==> config.mk <==
export PLATFORM = sky130hd
export DESIGN_NAME = dispirq_ctrl
export DESIGN_NICKNAME = d
export VERILOG_FILES = /design/src/rtl/dispirq_pkg.sv /design/src/rtl/dispirq_domain.sv /design/src/rtl/dispirq_bank.sv /design/src/rtl/dispirq_ctrl.sv
export SDC_FILE = /design/constraint.sdc
export NUM_CORES = 1
export LEC_CHECK = 0
export BUFFER_PORTS_ARGS = -buffer_cell sky130_fd_sc_hd__buf_2
export CORE_MARGIN = 1
export CORE_UTILIZATION = 29
export DETAILED_ROUTE_END_ITERATION = 8
export GPL_TIMING_DRIVEN = 0
export SLEW_MARGIN = 20
export SYNTH_ARGS = -nofsm -noshare
export SYNTH_HDL_FRONTEND = slang
export SYNTH_SLANG_ARGS = --single-unit
==> constraint.sdc <==
create_clock -name clk -period 3.2 [get_ports clk]
set_clock_uncertainty 0.15 [all_clocks]
set_input_delay 0.32 -clock clk [delete_from_list [all_inputs] [get_ports clk]]
set_output_delay 0.32 -clock clk [all_outputs]
set_load 0.1 [all_outputs]
==> src/rtl/dispirq_pkg.sv <==
package dispirq_pkg;

  localparam int WORD_W = 32;

  typedef enum logic [2:0] {
    FN_NONE,
    FN_ROUTE,
    FN_EN,
    FN_SET,
    FN_CLR,
    FN_PEND
  } fn_e;

  typedef struct packed {
    fn_e  fn;
    logic dom;   // 0 system, 1 user
    logic bank;
  } dec_t;

  // Implemented bits of one bank
  function automatic logic [WORD_W-1:0] impl_bits(input int bank, input int nsrc, input int rsvd);
    logic [WORD_W-1:0] m;
    m = '0;
    for (int i = 0; i < WORD_W; i++) begin
      m[i] = ((bank * WORD_W + i) < nsrc) && ((bank * WORD_W + i) != rsvd);
    end
    return m;
  endfunction

  // Offset decode
  function automatic dec_t decode(input logic [7:0] a);
    dec_t d;
    d.fn   = FN_NONE;
    d.dom  = 1'b0;
    d.bank = a[2];
    if (a[1:0] == 2'b00) begin
      case (a[7:3])
        5'd1:  d.fn = FN_ROUTE;
        5'd2:  d.fn = FN_EN;
        5'd3:  d.fn = FN_SET;
        5'd4:  d.fn = FN_CLR;
        5'd5:  d.fn = FN_PEND;
        5'd8:  begin d.fn = FN_EN;   d.dom = 1'b1; end
        5'd9:  begin d.fn = FN_SET;  d.dom = 1'b1; end
        5'd10: begin d.fn = FN_CLR;  d.dom = 1'b1; end
        5'd11: begin d.fn = FN_PEND; d.dom = 1'b1; end
        default: d.fn = FN_NONE;
      endcase
    end
    return d;
  endfunction

endpackage

==> src/rtl/dispirq_domain.sv <==
module dispirq_domain
  import dispirq_pkg::*;
#(
  parameter logic [WORD_W-1:0] IMPL = '1
) (
  input  logic              clk,
  input  logic              rst_n,
  input  logic [WORD_W-1:0] set_evt,
  input  logic              en_we,
  input  logic              set_we,
  input  logic              clr_we,
  input  logic [WORD_W-1:0] wdata,
  output logic [WORD_W-1:0] en_q,
  output logic [WORD_W-1:0] pend_q
);

  logic [WORD_W-1:0] en_d, pend_d, set_bits, clr_bits;

  always_comb begin
    set_bits = (set_evt | (set_we ? wdata : '0)) & IMPL;
    clr_bits = clr_we ? wdata : '0;
    pend_d   = ((pend_q & ~clr_bits) | set_bits) & IMPL;
    en_d     = en_we ? (wdata & IMPL) : en_q;
  end

  always_ff @(posedge clk or negedge rst_n) begin
    if (!rst_n) begin
      en_q   <= '0;
      pend_q <= '0;
    end else begin
      if (en_we) en_q <= en_d;
      pend_q <= pend_d;
    end
  end

  AST_SET_TAKES: assert property (@(posedge clk) disable iff (!rst_n)
    set_we |=> ((pend_q & $past(wdata & IMPL)) == $past(wdata & IMPL)));

  AST_CLR_TAKES: assert property (@(posedge clk) disable iff (!rst_n)
    clr_we |=> ((pend_q & $past(wdata & ~set_evt)) == '0));

  AST_EVENT_WINS: assert property (@(posedge clk) disable iff (!rst_n)
    (clr_we && ((set_evt & wdata) != '0)) |=>
      ((pend_q & $past(set_evt & wdata)) == $past(set_evt & wdata)));

  AST_PEND_HOLD: assert property (@(posedge clk) disable iff (!rst_n)
    (!set_we && !clr_we && (set_evt == '0)) |=> $stable(pend_q));

endmodule

==> src/rtl/dispirq_bank.sv <==
module dispirq_bank
  import dispirq_pkg::*;
#(
  parameter int BANK = 0,
  parameter logic [WORD_W-1:0] IMPL = '1
) (
  input  logic                   clk,
  input  logic                   rst_n,
  input  logic [WORD_W-1:0]      src,
  input  logic                   wr_en,
  input  dec_t                   dec,
  input  logic [WORD_W-1:0]      wdata,
  output logic [WORD_W-1:0]      route_q,
  output logic [1:0][WORD_W-1:0] en_q,
  output logic [1:0][WORD_W-1:0] pend_q,
  output logic [WORD_W-1:0]      irq
);

  logic              sel;
  logic              route_we;
  logic [WORD_W-1:0] src_q, src_d, route_d, rise;

  assign sel      = wr_en && (int'(dec.bank) == BANK);
  assign route_we = sel && (dec.fn == FN_ROUTE);

  always_comb begin
    src_d   = src & IMPL;
    rise    = src_d & ~src_q;
    route_d = route_we ? (wdata & IMPL) : route_q;
  end

  always_ff @(posedge clk or negedge rst_n) begin
    if (!rst_n) begin
      src_q   <= '0;
      route_q <= '0;
    end else begin
      src_q <= src_d;
      if (route_we) route_q <= route_d;
    end
  end

  for (genvar d = 0; d < 2; d++) begin : g_dom
    logic [WORD_W-1:0] steer;
    assign steer = (d == 1) ? route_q : ~route_q;
    dispirq_domain #(.IMPL(IMPL)) u_dom (
      .clk    (clk),
      .rst_n  (rst_n),
      .set_evt(rise & steer),
      .en_we  (sel && (dec.fn == FN_EN)  && (int'(dec.dom) == d)),
      .set_we (sel && (dec.fn == FN_SET) && (int'(dec.dom) == d)),
      .clr_we (sel && (dec.fn == FN_CLR) && (int'(dec.dom) == d)),
      .wdata  (wdata),
      .en_q   (en_q[d]),
      .pend_q (pend_q[d])
    );
  end

  always_comb begin
    irq = ((pend_q[1] & en_q[1] & route_q) | (pend_q[0] & en_q[0] & ~route_q)) & IMPL;
  end

endmodule

==> src/rtl/dispirq_ctrl.sv <==
module dispirq_ctrl
  import dispirq_pkg::*;
#(
  parameter int NUM_SRC  = 49,
  parameter int RSVD_SRC = 35
) (
  input  logic               clk,
  input  logic               rst_n,
  input  logic [NUM_SRC-1:0] src_i,
  input  logic               wr_en,
  input  logic [7:0]         addr,
  input  logic [31:0]        wdata,
  output logic [31:0]        rdata,
  output logic [NUM_SRC-1:0] irq_o
);

  localparam int NBANK = (NUM_SRC + WORD_W - 1) / WORD_W;
  localparam int PAD_W = NBANK * WORD_W;

  dec_t                               dec;
  logic [PAD_W-1:0]                   src_pad, irq_pad;
  logic [NBANK-1:0][WORD_W-1:0]       route_q;
  logic [NBANK-1:0][1:0][WORD_W-1:0]  en_q, pend_q;

  assign dec     = decode(addr);
  assign src_pad = PAD_W'(src_i);

  for (genvar b = 0; b < NBANK; b++) begin : g_bank
    dispirq_bank #(
      .BANK(b),
      .IMPL(impl_bits(b, NUM_SRC, RSVD_SRC))
    ) u_bank (
      .clk    (clk),
      .rst_n  (rst_n),
      .src    (src_pad[b*WORD_W +: WORD_W]),
      .wr_en  (wr_en),
      .dec    (dec),
      .wdata  (wdata),
      .route_q(route_q[b]),
      .en_q   (en_q[b]),
      .pend_q (pend_q[b]),
      .irq    (irq_pad[b*WORD_W +: WORD_W])
    );
  end

  always_comb begin
    rdata = '0;
    if (int'(dec.bank) < NBANK) begin
      case (dec.fn)
        FN_ROUTE: rdata = route_q[dec.bank];
        FN_EN:    rdata = en_q[dec.bank][dec.dom];
        FN_PEND:  rdata = pend_q[dec.bank][dec.dom];
        default:  rdata = '0;
      endcase
    end
  end

  assign irq_o = irq_pad[NUM_SRC-1:0];

  AST_RSVD_QUIET: assert property (@(posedge clk) disable iff (!rst_n)
    irq_o[RSVD_SRC] == 1'b0);

  AST_WO_READS_ZERO: assert property (@(posedge clk) disable iff (!rst_n)
    ((dec.fn == FN_SET) || (dec.fn == FN_CLR) || (dec.fn == FN_NONE)) |-> (rdata == '0));

endmodule

==> summary.txt, run 1 <==
Status
  • Status: completed

Setup path
  • Worst setup EP type: output port
  • Slowest CP cell: or3b_4
  • CP Max Fanout: 10
  • CP cell instances: buf_2 > buf_6 > or3b_4 > a211oi_4 > buf_2 > o21ai_0 > a311oi_2 > buf_6
  • Critical path class: in2out
  • CP startpoint kind: input port
  • Worst endpoint required time: 2730 ps
  • Worst Path Arrival: 2710 ps
  • Crit path largest cell delay: 430 ps

Timing
  • Max-slew violations: 0
  • Fmax: 0.315 GHz
  • Setup-violating endpoint count in the final report: 0
  • Min cycle time layout: 3180 ps
  • Worst-margin pin slew: 1050 ps
  • Final Hold Vio Count: 0
  • Worst slew margin: 0.298
  • Period utilisation layout: 0.993
  • Fin Setup TNS: 0 ps

Drt
  • DRT Pass-1 Iters: 5
  • Vias per inst: 5.51
  • Met3 WL: 3980 µm
  • DRT Wirelength: 51,400 µm
  • Routed Antenna Nets: 0
  • Top Metal Used: met5
  • Post-DR wirelength/cell: 23.4 µm
  • Met1 wire length: 22,300 µm
  • DRC Markers: 0
  • Number of DRC markers in iteration 0: 1,224
  • Routed length on met2: 23,800 µm
  • Via count: 12,103

Yosys
  • Cell Area, Synth: about 14,000 µm²
  • Post-synth EDFFs: 0
  • Synthesized net count: 1,312
  • Largest cells by area after synthesis: dfrtp_1, mux2_2, a221o_1
  • Share of the synthesized area in the top cell type: 0.499
  • Yosys cell types: between 40 and 50
  • Top_reg_cell synth: dfrtp_1
  • Number of cells produced by synthesis: about 1,200
  • Synth area leader: dfrtp_1
  • Average size of a mapped cell: approximately 12 µm²
  • Seq/Total Area, Yosys: 0.499
  • Yosys Warn Count: 0
  • Asr flop ratio synth: 1.00
  • #FFs+latches synth: 288

Clock tree
  • CTS tree: built
  • Clock Latency Late Sink: ~520 ps
  • Longest Clk Path Bufs: 3
  • # clock sinks: 288
  • Clock transition at path regs: 60 ps
  • CTS buffer count: 34
  • H-tree Lvls: 2
  • Clock root buffer: clkbuf_16

GRT
  • Initial antenna violation count: 3
  • Total GRT Usage: 0.201
  • First-pass GRT wire length: 76,500 µm
  • Vias in the first global route: 12,134
  • Grt total ovfl: 0
  • Largest net degree at the start of global routing: about 100

Die
  • Ports: 173
  • Initial Utilization: 0.295
  • Die Ht: 225 µm
  • Core Region: 49,100 µm²
  • Die W: 225 µm
  • Die footprint: roughly 51,000 µm²
  • Number of cell rows: 81

Cells and area
  • Flip-flop and latch area: between 7000 and 8000 µm²
  • Layout Cells excl Fill: 2,195
  • Fillers: a little under 5,000
  • Footprint of the multi-input gates: roughly 6900 µm²
  • Most frequent cells in the layout: dfrtp_1, buf_2, nand3_1, mux2_2, a221o_1
  • Commonest non-fill, non-tap cell in the layout: dfrtp_1
  • Core Util, Final: 0.376
  • Area grow syn2layout: 27.6%
  • Final net count: 1,597
  • Share of cells above drive strength 1: 0.320

Power
  • PD cells: around 540 nW/µm²
  • Pleak: 8.07 nW
  • Worst VDD drop: between 0.2 and 0.3 mV
  • Total power draw: 9.89 mW

Placed design
  • Port-buffer cells: between 150 and 200
  • Hpwl dp: 34,000 µm
  • Gpl congestion: 0.853
  • Placed Cells: 2,056

Worst hold path
  • Hold Path Class: in2reg

Flow run
  • Maxcap violations: 0
[state kept, by name, indices dropped and copies added (netlist names)]
signal and cells:
g_bank.u_bank.g_dom.u_dom.en_q 96, g_bank.u_bank.g_dom.u_dom.pend_q 96, g_bank.u_bank.route_q 48, g_bank.u_bank.src_q 48
[cells in the mapped netlist, types with 2 or more instances]
library cell and instances:
a21boi_0 32, a21oi_1 2, a221o_1 111, a311oi_1 16, a31oi_1 4, and3_1 32
and3b_1 46, and4b_1 2, buf_1 6, buf_2 23, buf_6 7, clkbuf_1 60
dfrtp_1 288, inv_1 9, mux2_1 5, mux2_2 139, mux2i_1 16, mux4_2 31
nand2_1 69, nand2b_1 3, nand3_1 140, nand3b_1 2, nor2_1 19, nor2b_1 3
nor3_2 5, nor3b_1 47, nor4_4 2, o21ai_0 81, xnor2_1 2
[metrics by stage]
step           worst slack [ps]  instance area (µm²)  hold slack [ps]
2_1_floorplan              -337                14600             -126
3_5_place_dp               -902                16400              241
3_3_place_gp              -3870                16300              294
6_report                   21.7                18400             13.5
5_1_grt                   -16.0                18400             22.5
4_1_cts                    1.22                18400             1.01
[cell type report]
class                      instances  area share
sequential                       288       0.391
inverter                           9     0.00183
timing repair buffer             251      0.0973
clock inverter                    14     0.00869
multi-input combinational        826       0.376
clock buffer                      46      0.0530
buffer                            95      0.0273
tap                              664      0.0451
antenna                            2    0.000272
[where the power goes]
group | internal [mW] | switching, mW
Sequential | 3.94 | 0.273
Combinational | 0.557 | 1.11
Clock | 2.39 | 1.61
[per-layer routing]
metal	global-route usage	vias to the layer above
met1	0.270	6181
met4	0.0636	2
met3	0.0451	88
li1	-	5294
met5	0	-
met2	0.320	538
[final timing paths]
kind	endpoint	start	slack (ps)	depth (start not counted)
max	rdata[3]	addr[5]	20	8
max reg2reg	g_bank[0].u_bank.g_dom[1].u_dom.pend_q[3]$_DFF_PN0_	g_bank[0].u_bank.route_q[3]$_DFFE_PN0P_	2000	2
min in group asynchronous	g_bank[0].u_bank.g_dom[1].u_dom.en_q[23]$_DFFE_PN0P_	rst_n	280	3
min reg2reg	g_bank[0].u_bank.g_dom[1].u_dom.en_q[21]$_DFFE_PN0P_	g_bank[0].u_bank.g_dom[1].u_dom.en_q[21]$_DFFE_PN0P_	360	1
min	g_bank[0].u_bank.g_dom[0].u_dom.pend_q[15]$_DFF_PN0_	wdata[15]	10	3
max in group asynchronous	g_bank[1].u_bank.route_q[11]$_DFFE_PN0P_	rst_n	1670	4
[worst max-delay path, delay by kind of cell]
kind / cells / cell delay (ps)
compound gates: 3 / 990
buf+inv: 4 / 950
simple gates: 1 / 430
[what timing repair did]
action | 4_1_cts | 5_1_grt
setup endpoints to repair | 32 | 30
pin swaps | 2 | 2
hold buffers | 75 | 0
hold endpoints to repair | 241 | 0
gates cloned | 0 | 0
buffers inserted | 4 | 0
resized for setup | 48 | 22
[logic make-up (layout without fill, tap and decap cells)]
| group | after synthesis | in the layout | share of synthesized area |
|---|---|---|---|
| flops | 288 | 288 | 0.499 |
| other cells | 1 | 3 | 0.000260 |
| buf+inv | 106 | 415 | 0.0334 |
| simple gates | 379 | 379 | 0.155 |
| mux | 191 | 191 | 0.172 |
| xor+xnor | 2 | 2 | 0.00121 |
| compound gates | 253 | 253 | 0.140 |
Power figures use the tool's default switching activity.
==> inputs of run 2 (changes only) <==
--- a/config.mk
+++ b/config.mk
@@ -5,11 +5,14 @@
 export SDC_FILE = /design/constraint.sdc
 export NUM_CORES = 1
 export LEC_CHECK = 0
+export ABC_CLOCK_PERIOD_IN_PS = 3200
 export BUFFER_PORTS_ARGS = -buffer_cell sky130_fd_sc_hd__buf_2
 export CORE_MARGIN = 1
 export CORE_UTILIZATION = 29
 export DETAILED_ROUTE_END_ITERATION = 8
 export GPL_TIMING_DRIVEN = 0
+export HOLD_SLACK_MARGIN = 0.12
+export SETUP_SLACK_MARGIN = 0.5
 export SLEW_MARGIN = 20
 export SYNTH_ARGS = -nofsm -noshare
 export SYNTH_HDL_FRONTEND = slang
==> summary.txt, run 2 (synthesis gave the netlist of run 1 again) <==
Status
  • Status: completed

Drt
  • DRT Wirelength: 52,800 µm (+2.7%)
  • DRT Pass-1 Iters: 5 (unchanged)
  • Post-DR wirelength/cell: 23.8 µm (+1.4%)
  • Via count: 12,318 (+1.8%)
  • Vias per inst: 5.54 (+0.49%)
  • DRC Markers: 0 (unchanged)
  • Routed Antenna Nets: 0 (unchanged)
  • Number of DRC markers in iteration 0: 949 (-22%)

Timing
  • Final Hold Vio Count: 0 (unchanged)
  • Worst slew margin: 0.305 (+0.00695)
  • Worst-margin pin slew: 1040 ps (-10.4 ps)
  • Max-slew violations: 0 (unchanged)
  • Worst setup margin: 450 ps (+428 ps)
  • Unrepaired setup endpoints after global routing: yes
  • Setup-violating endpoint count in the final report: 0 (unchanged)
  • Fmax: 0.364 GHz (+16%)
  • Period utilisation layout: 0.859 (-0.134)
  • Min cycle time layout: 2750 ps (-428 ps)
  • Fin Setup TNS: 0 ps (unchanged)

Clock tree
  • Clock transition at path regs: 60 ps (about the same)
  • Longest Clk Path Bufs: 3 (unchanged)
  • # clock sinks: 288 (unchanged)
  • H-tree Lvls: 2 (unchanged)
  • CTS buffer count: 34 (unchanged)
  • Clock root buffer: clkbuf_16
  • CTS tree: built
  • Clock Latency Late Sink: 530 ps (about the same)

GRT
  • Total GRT Usage: 0.208 (+0.00685)
  • First-pass GRT wire length: 79,500 µm (+3.8%)
  • Initial antenna violation count: 3 (unchanged)
  • Largest net degree at the start of global routing: 100 (-0.99%)
  • Grt total ovfl: 0 (unchanged)
  • Vias in the first global route: 12,451 (+2.6%)

Setup path
  • CP Max Fanout: 7 (-3)
  • CP startpoint kind: input port
  • Slowest CP cell: or3b_4
  • Worst endpoint required time: 2730 ps (about the same)
  • Crit path largest cell delay: 390 ps (-40 ps)
  • Critical path class: in2out
  • Crit path launch: addr[6]
  • Worst setup EP type: output port
  • CP cell instances: buf_8 > clkbuf_16 > or3b_4 > a211oi_4 > clkbuf_8 > buf_4 > o21ai_2 > a311oi_4 > buf_12
  • FF-to-FF setup slack: 2010 ps (about the same)
  • Worst Path Arrival: 2280 ps (-430 ps)
  • Reg2reg start: g_bank[0].u_bank.route_q[31]$_DFFE_PN0P_

Placed design
  • Placed Cells: 2,056 (unchanged)
  • Pre-CTS setup slack: -521 ps (+380 ps)
  • Port-buffer cells: 169 (unchanged)
  • Hpwl dp: 34,800 µm (+2.3%)
  • Placed Instance Area: 16,600 µm² (+1.8%)
  • Gpl congestion: 0.859 (+0.68%)

Cells and area
  • Share of cells above drive strength 1: 0.351 (+0.0313)
  • Most frequent cells in the layout: dfrtp_1, buf_2, nand3_1, mux2_2, a221o_1
  • Area grow syn2layout: 36.0%
  • Flip-flop and latch area: 7210 µm² (unchanged)
  • Footprint of the multi-input gates: 7240 µm² (+4.6%)
  • Fillers: 4,715 (-2.9%)
  • Commonest non-fill, non-tap cell in the layout: dfrtp_1
  • Final net count: 1,628 (+1.9%)
  • Biggest regs: g_bank.u_bank.g_dom.u_dom.en_q x96, g_bank.u_bank.g_dom.u_dom.pend_q x96
  • Final instance area: 19,600 µm² (+6.6%)
  • Layout Cells excl Fill: 2,223 (+1.3%)

Die
  • Die W: 225 µm (unchanged)
  • Die Ht: 225 µm (unchanged)
  • Core Region: 49,100 µm² (unchanged)
  • Initial Utilization: 0.295 (unchanged)
  • Die footprint: 50,700 µm² (unchanged)
  • Number of cell rows: 81 (unchanged)
  • Ports: 173 (unchanged)

Worst hold path
  • Hold Path Class: in2reg
  • Hold_sp: addr[7]

Power
  • PD cells: 505 nW/µm² (-5.9%)
  • Pleak: 8.62 nW (+6.8%)
  • Total power draw: 9.91 mW (+0.25%)
  • Worst VDD drop: 0.286 mV (-3.6%)

Flow run
  • Maxcap violations: 0 (unchanged)
## run 2: changes by cell type in the layout (fill, tap and decap cells not counted), sizes merged
cell and change:
diode -1, clkbuf +1, clkinvlp -3, clkdlybuf4s15 -1, buf +27, clkinv -1, inv -1, dlygate4sd3 +7
## run 2: through the flow
step,hold WS (ps),utilization
floorplan,-126,-
global route,212,0.400
finish,200,0.400
detailed placement,13.4,0.339
global placement,293,0.337
CTS,253,0.395
## run 2: path summary, 6_finish.rpt
kind,end,depth (start not counted)
setup / recovery,rdata[19],9
hold / removal,g_bank[0].u_bank.g_dom[1].u_dom.pend_q[31]$_DFF_PN0_,4
setup reg to reg,g_bank[0].u_bank.g_dom[1].u_dom.pend_q[31]$_DFF_PN0_,2
hold reg to reg,g_bank[0].u_bank.g_dom[0].u_dom.en_q[9]$_DFFE_PN0P_,1
max in group asynchronous,g_bank[0].u_bank.g_dom[0].u_dom.en_q[25]$_DFFE_PN0P_,3
min in group asynchronous,g_bank[0].u_bank.src_q[24]$_DFF_PN0_,3
## run 2: metal layers
layer	routed length (µm)	global-route usage	up-vias
met4	1730	0.0665	6
met3	4080	0.0383	111
met1	22500	0.284	6308
li1	-	-	5347
met2	24400	0.331	546
met5	36	0	-
## run 2: final cells by class
type | count | area share
Antenna cell | 1 | 0.000127
Buffer | 97 | 0.0371
Clock buffer | 49 | 0.0482
Clock inverter | 9 | 0.00764
Inverter | 9 | 0.00172
Multi-Input combinational cell | 826 | 0.368
Sequential cell | 288 | 0.367
Tap cell | 664 | 0.0423
Timing Repair Buffer | 280 | 0.128
## run 2: worst max-delay path: cells and delay by family
kind                   cells  cell delay (ps)
AND/OR/NAND/NOR            1              390
AO/OA/AOI/OAI              3              740
buffers and inverters      5              800
## run 2: power by group
group / leakage, nW / internal (mW) / switching [mW]
clock network: 0.536 / 2.32 / 1.63
registers: 3.57 / 3.95 / 0.276
logic: 4.51 / 0.611 / 1.14
total: 8.62 / 6.87 / 3.04
## run 2: what timing repair did
item	4_1_cts	5_1_grt
pin swaps	21	22
hold buffers	82	0
cloned	2	2
resized for setup	181	66
setup buffers	20	2
endpoints found under the setup margin	80	47
endpoints found under the hold margin	381	0
==> inputs of run 3 (changes only) <==
--- a/config.mk
+++ b/config.mk
@@ -7,11 +7,14 @@
 export LEC_CHECK = 0
 export ABC_CLOCK_PERIOD_IN_PS = 3200
 export BUFFER_PORTS_ARGS = -buffer_cell sky130_fd_sc_hd__buf_2
+export CELL_PAD_IN_SITES_DETAIL_PLACEMENT = 0
+export CELL_PAD_IN_SITES_GLOBAL_PLACEMENT = 1
 export CORE_MARGIN = 1
 export CORE_UTILIZATION = 29
 export DETAILED_ROUTE_END_ITERATION = 8
 export GPL_TIMING_DRIVEN = 0
 export HOLD_SLACK_MARGIN = 0.12
+export PLACE_DENSITY_LB_ADDON = 0.1
 export SETUP_SLACK_MARGIN = 0.5
 export SLEW_MARGIN = 20
 export SYNTH_ARGS = -nofsm -noshare
==> summary.txt, run 3 (synthesis gave the netlist of run 1 again) <==
Status
  • Status: completed

Clock tree
  • CTS tree: built
  • H-tree Lvls: 2 (unchanged)
  • CTS buffer count: 36 (+5.9%)
  • Clock root buffer: clkbuf_16
  • Clock Latency Late Sink: 550 ps (+20 ps)
  • Clock transition at path regs: 60 ps (about the same)
  • # clock sinks: 288 (unchanged)
  • Longest Clk Path Bufs: 3 (unchanged)

Timing
  • Fmax: 0.364 GHz (about the same)
  • Period utilisation layout: 0.859 (about the same)
  • Worst slew margin: 0.296 (-0.00928)
  • Unrepaired setup endpoints after global routing: yes
  • Max-slew violations: 0 (unchanged)
  • Setup-violating endpoint count in the final report: 0 (unchanged)
  • Worst-margin pin slew: 1060 ps (+13.9 ps)
  • Min cycle time layout: 2750 ps (-1.25 ps)
  • Final Hold Vio Count: 0 (unchanged)

GRT
  • First-pass GRT wire length: 82,700 µm (+4.1%)
  • Largest net degree at the start of global routing: 86 (-14%)
  • Total GRT Usage: 0.225 (+0.0173)
  • Initial antenna violation count: 0 (-3)
  • Vias in the first global route: 12,037 (-3.3%)
  • Grt total ovfl: 0 (unchanged)

Power
  • Switching portion of total power: 0.309 (+0.00204)
  • Int Power: 6.99 mW (+1.7%)
  • Pleak: 8.72 nW (+1.2%)
  • Seq pwr share: 0.418 (-0.008)
  • P_sw: 3.12 mW (+2.7%)
  • Clock share of power: 0.408 (+0.010)
  • Logic pwr share: 0.174 (-0.003)
  • Worst VDD drop: 0.279 mV (-2.6%)
  • PD cells: 510 nW/µm² (+1.0%)

Setup path
  • Worst path top cell family by delay: buffers and inverters
  • Worst endpoint required time: 2730 ps (about the same)
  • CP Max Fanout: 6 (-1)
  • Crit path largest cell delay: 400 ps (about the same)
  • CP cell instances: buf_8 > clkbuf_16 > or3b_4 > a211oi_4 > buf_6 > clkbuf_16 > o21ai_2 > a311oi_4 > buf_12
  • CP startpoint kind: input port
  • Worst setup EP type: output port
  • Worst Path Arrival: 2280 ps (about the same)
  • Critical path class: in2out
  • Crit path buf inv count: 5 (unchanged)
  • Top cell by count, worst path: clkbuf_16
  • Slowest CP cell: a311oi_4

Placed design
  • Placed Instance Area: 16,700 µm² (+0.18%)
  • Port-buffer cells: 169 (unchanged)
  • Gpl congestion: 0.790 (-8.1%)
  • Hpwl dp: 36,500 µm (+4.8%)
  • Placed Cells: 2,057 (+0.049%)

Die
  • Die footprint: 50,700 µm² (unchanged)
  • Ports: 173 (unchanged)
  • Initial Utilization: 0.295 (unchanged)
  • Core Region: 49,100 µm² (unchanged)
  • Number of cell rows: 81 (unchanged)
  • Die W: 225 µm (unchanged)
  • Die Ht: 225 µm (unchanged)

Cells and area
  • Footprint of the multi-input gates: 7250 µm² (+0.12%)
  • Fillers: 4,772 (+1.2%)
  • Layout Cells excl Fill: 2,235 (+0.54%)
  • Core Util, Final: 0.404 (+0.00395)
  • Most frequent cells in the layout: dfrtp_1, buf_2, nand3_1, mux2_2, a221o_1
  • Area grow syn2layout: 37.3%
  • Share of cells above drive strength 1: 0.359 (+0.00751)
  • Biggest regs: g_bank.u_bank.g_dom.u_dom.en_q x96, g_bank.u_bank.g_dom.u_dom.pend_q x96
  • Final instance area: 19,800 µm² (+0.99%)
  • Final net count: 1,636 (+0.49%)
  • Commonest non-fill, non-tap cell in the layout: dfrtp_1
  • Flip-flop and latch area: 7210 µm² (unchanged)

Drt
  • Post-DR wirelength/cell: 25.4 µm (+6.8%)
  • Vias per inst: 5.36 (-3.3%)
  • DRT Pass-1 Iters: 7 (+2)
  • Number of DRC markers in iteration 0: 762 (-20%)
  • Via count: 11,977 (-2.8%)
  • DRC Markers: 0 (unchanged)
  • Routed Antenna Nets: 0 (unchanged)
  • DRT Wirelength: 56,700 µm (+7.4%)

Flow run
  • Maxcap violations: 0 (unchanged)

Worst hold path
  • Hold Path Class: in2reg
## run 3: cell type report
cell class | instances | share of cell area
Clock buffer | 55 | 0.0547
Antenna cell | 1 | 0.000126
Clock inverter | 9 | 0.00429
Timing Repair Buffer | 286 | 0.131
Tap cell | 664 | 0.0419
Inverter | 9 | 0.00170
Buffer | 97 | 0.0380
Multi-Input combinational cell | 826 | 0.365
Sequential cell | 288 | 0.363
## run 3: power by group through the flow
stage | clock network (mW) | logic (mW) | registers (mW)
2_1_floorplan | 0 | 1.19 | 4.17
3_3_place_gp | 0 | 1.60 | 4.28
3_5_place_dp | 0 | 1.63 | 4.28
4_1_cts | 4.22 | 1.77 | 4.22
5_1_grt | 4.36 | 1.86 | 4.27
6_report | 4.12 | 1.76 | 4.23
## run 3: worst paths after layout
kind | startpoint | to | slack [ps] | cells past startpoint
min | addr[7] | g_bank[0].u_bank.g_dom[0].u_dom.pend_q[31]$_DFF_PN0_ | 140 | 4
max in group asynchronous | rst_n | g_bank[0].u_bank.g_dom[0].u_dom.pend_q[15]$_DFF_PN0_ | 1520 | 5
min in group asynchronous | rst_n | g_bank[0].u_bank.src_q[2]$_DFF_PN0_ | 210 | 3
min reg2reg | g_bank[0].u_bank.g_dom[1].u_dom.en_q[8]$_DFFE_PN0P_ | g_bank[0].u_bank.g_dom[1].u_dom.en_q[8]$_DFFE_PN0P_ | 370 | 1
max reg2reg | g_bank[0].u_bank.route_q[20]$_DFFE_PN0P_ | g_bank[0].u_bank.g_dom[1].u_dom.pend_q[20]$_DFF_PN0_ | 2010 | 2
max | addr[6] | rdata[3] | 450 | 9
## run 3: stage by stage
step | TNS (ps) | setup WS, ps | hold WS [ps] | power [mW]
global route | 0 | 402 | 141 | 10.5
detailed placement | -33200 | -837 | 222 | 5.91
global placement | -1272840 | -4330 | 294 | 5.88
floorplan | 0 | 180 | -126 | 5.36
finish | 0 | 451 | 138 | 10.1
CTS | 0 | 419 | 152 | 10.2
## run 3: repair_timing
action | CTS | global route
hold endpoints to repair | 351 | 0
hold buffers | 81 | 0
setup endpoints to repair | 112 | 41
pin swaps | 29 | 13
gates resized for setup | 210 | 34
gates cloned | 3 | 1
buffers inserted | 24 | 4
## run 3: worst min-delay path: stages
cell and delay, ps:
buf_6 120, a2111oi_4 120, nand3_1 110, a221o_1 120
## run 3: per-layer routing
metal	vias up	global-route usage	routed length, µm
met5	-	0	0
met4	0	0.0671	1310
met3	72	0.0241	2180
met2	300	0.365	26700
met1	6236	0.315	26500
li1	5369	-	-
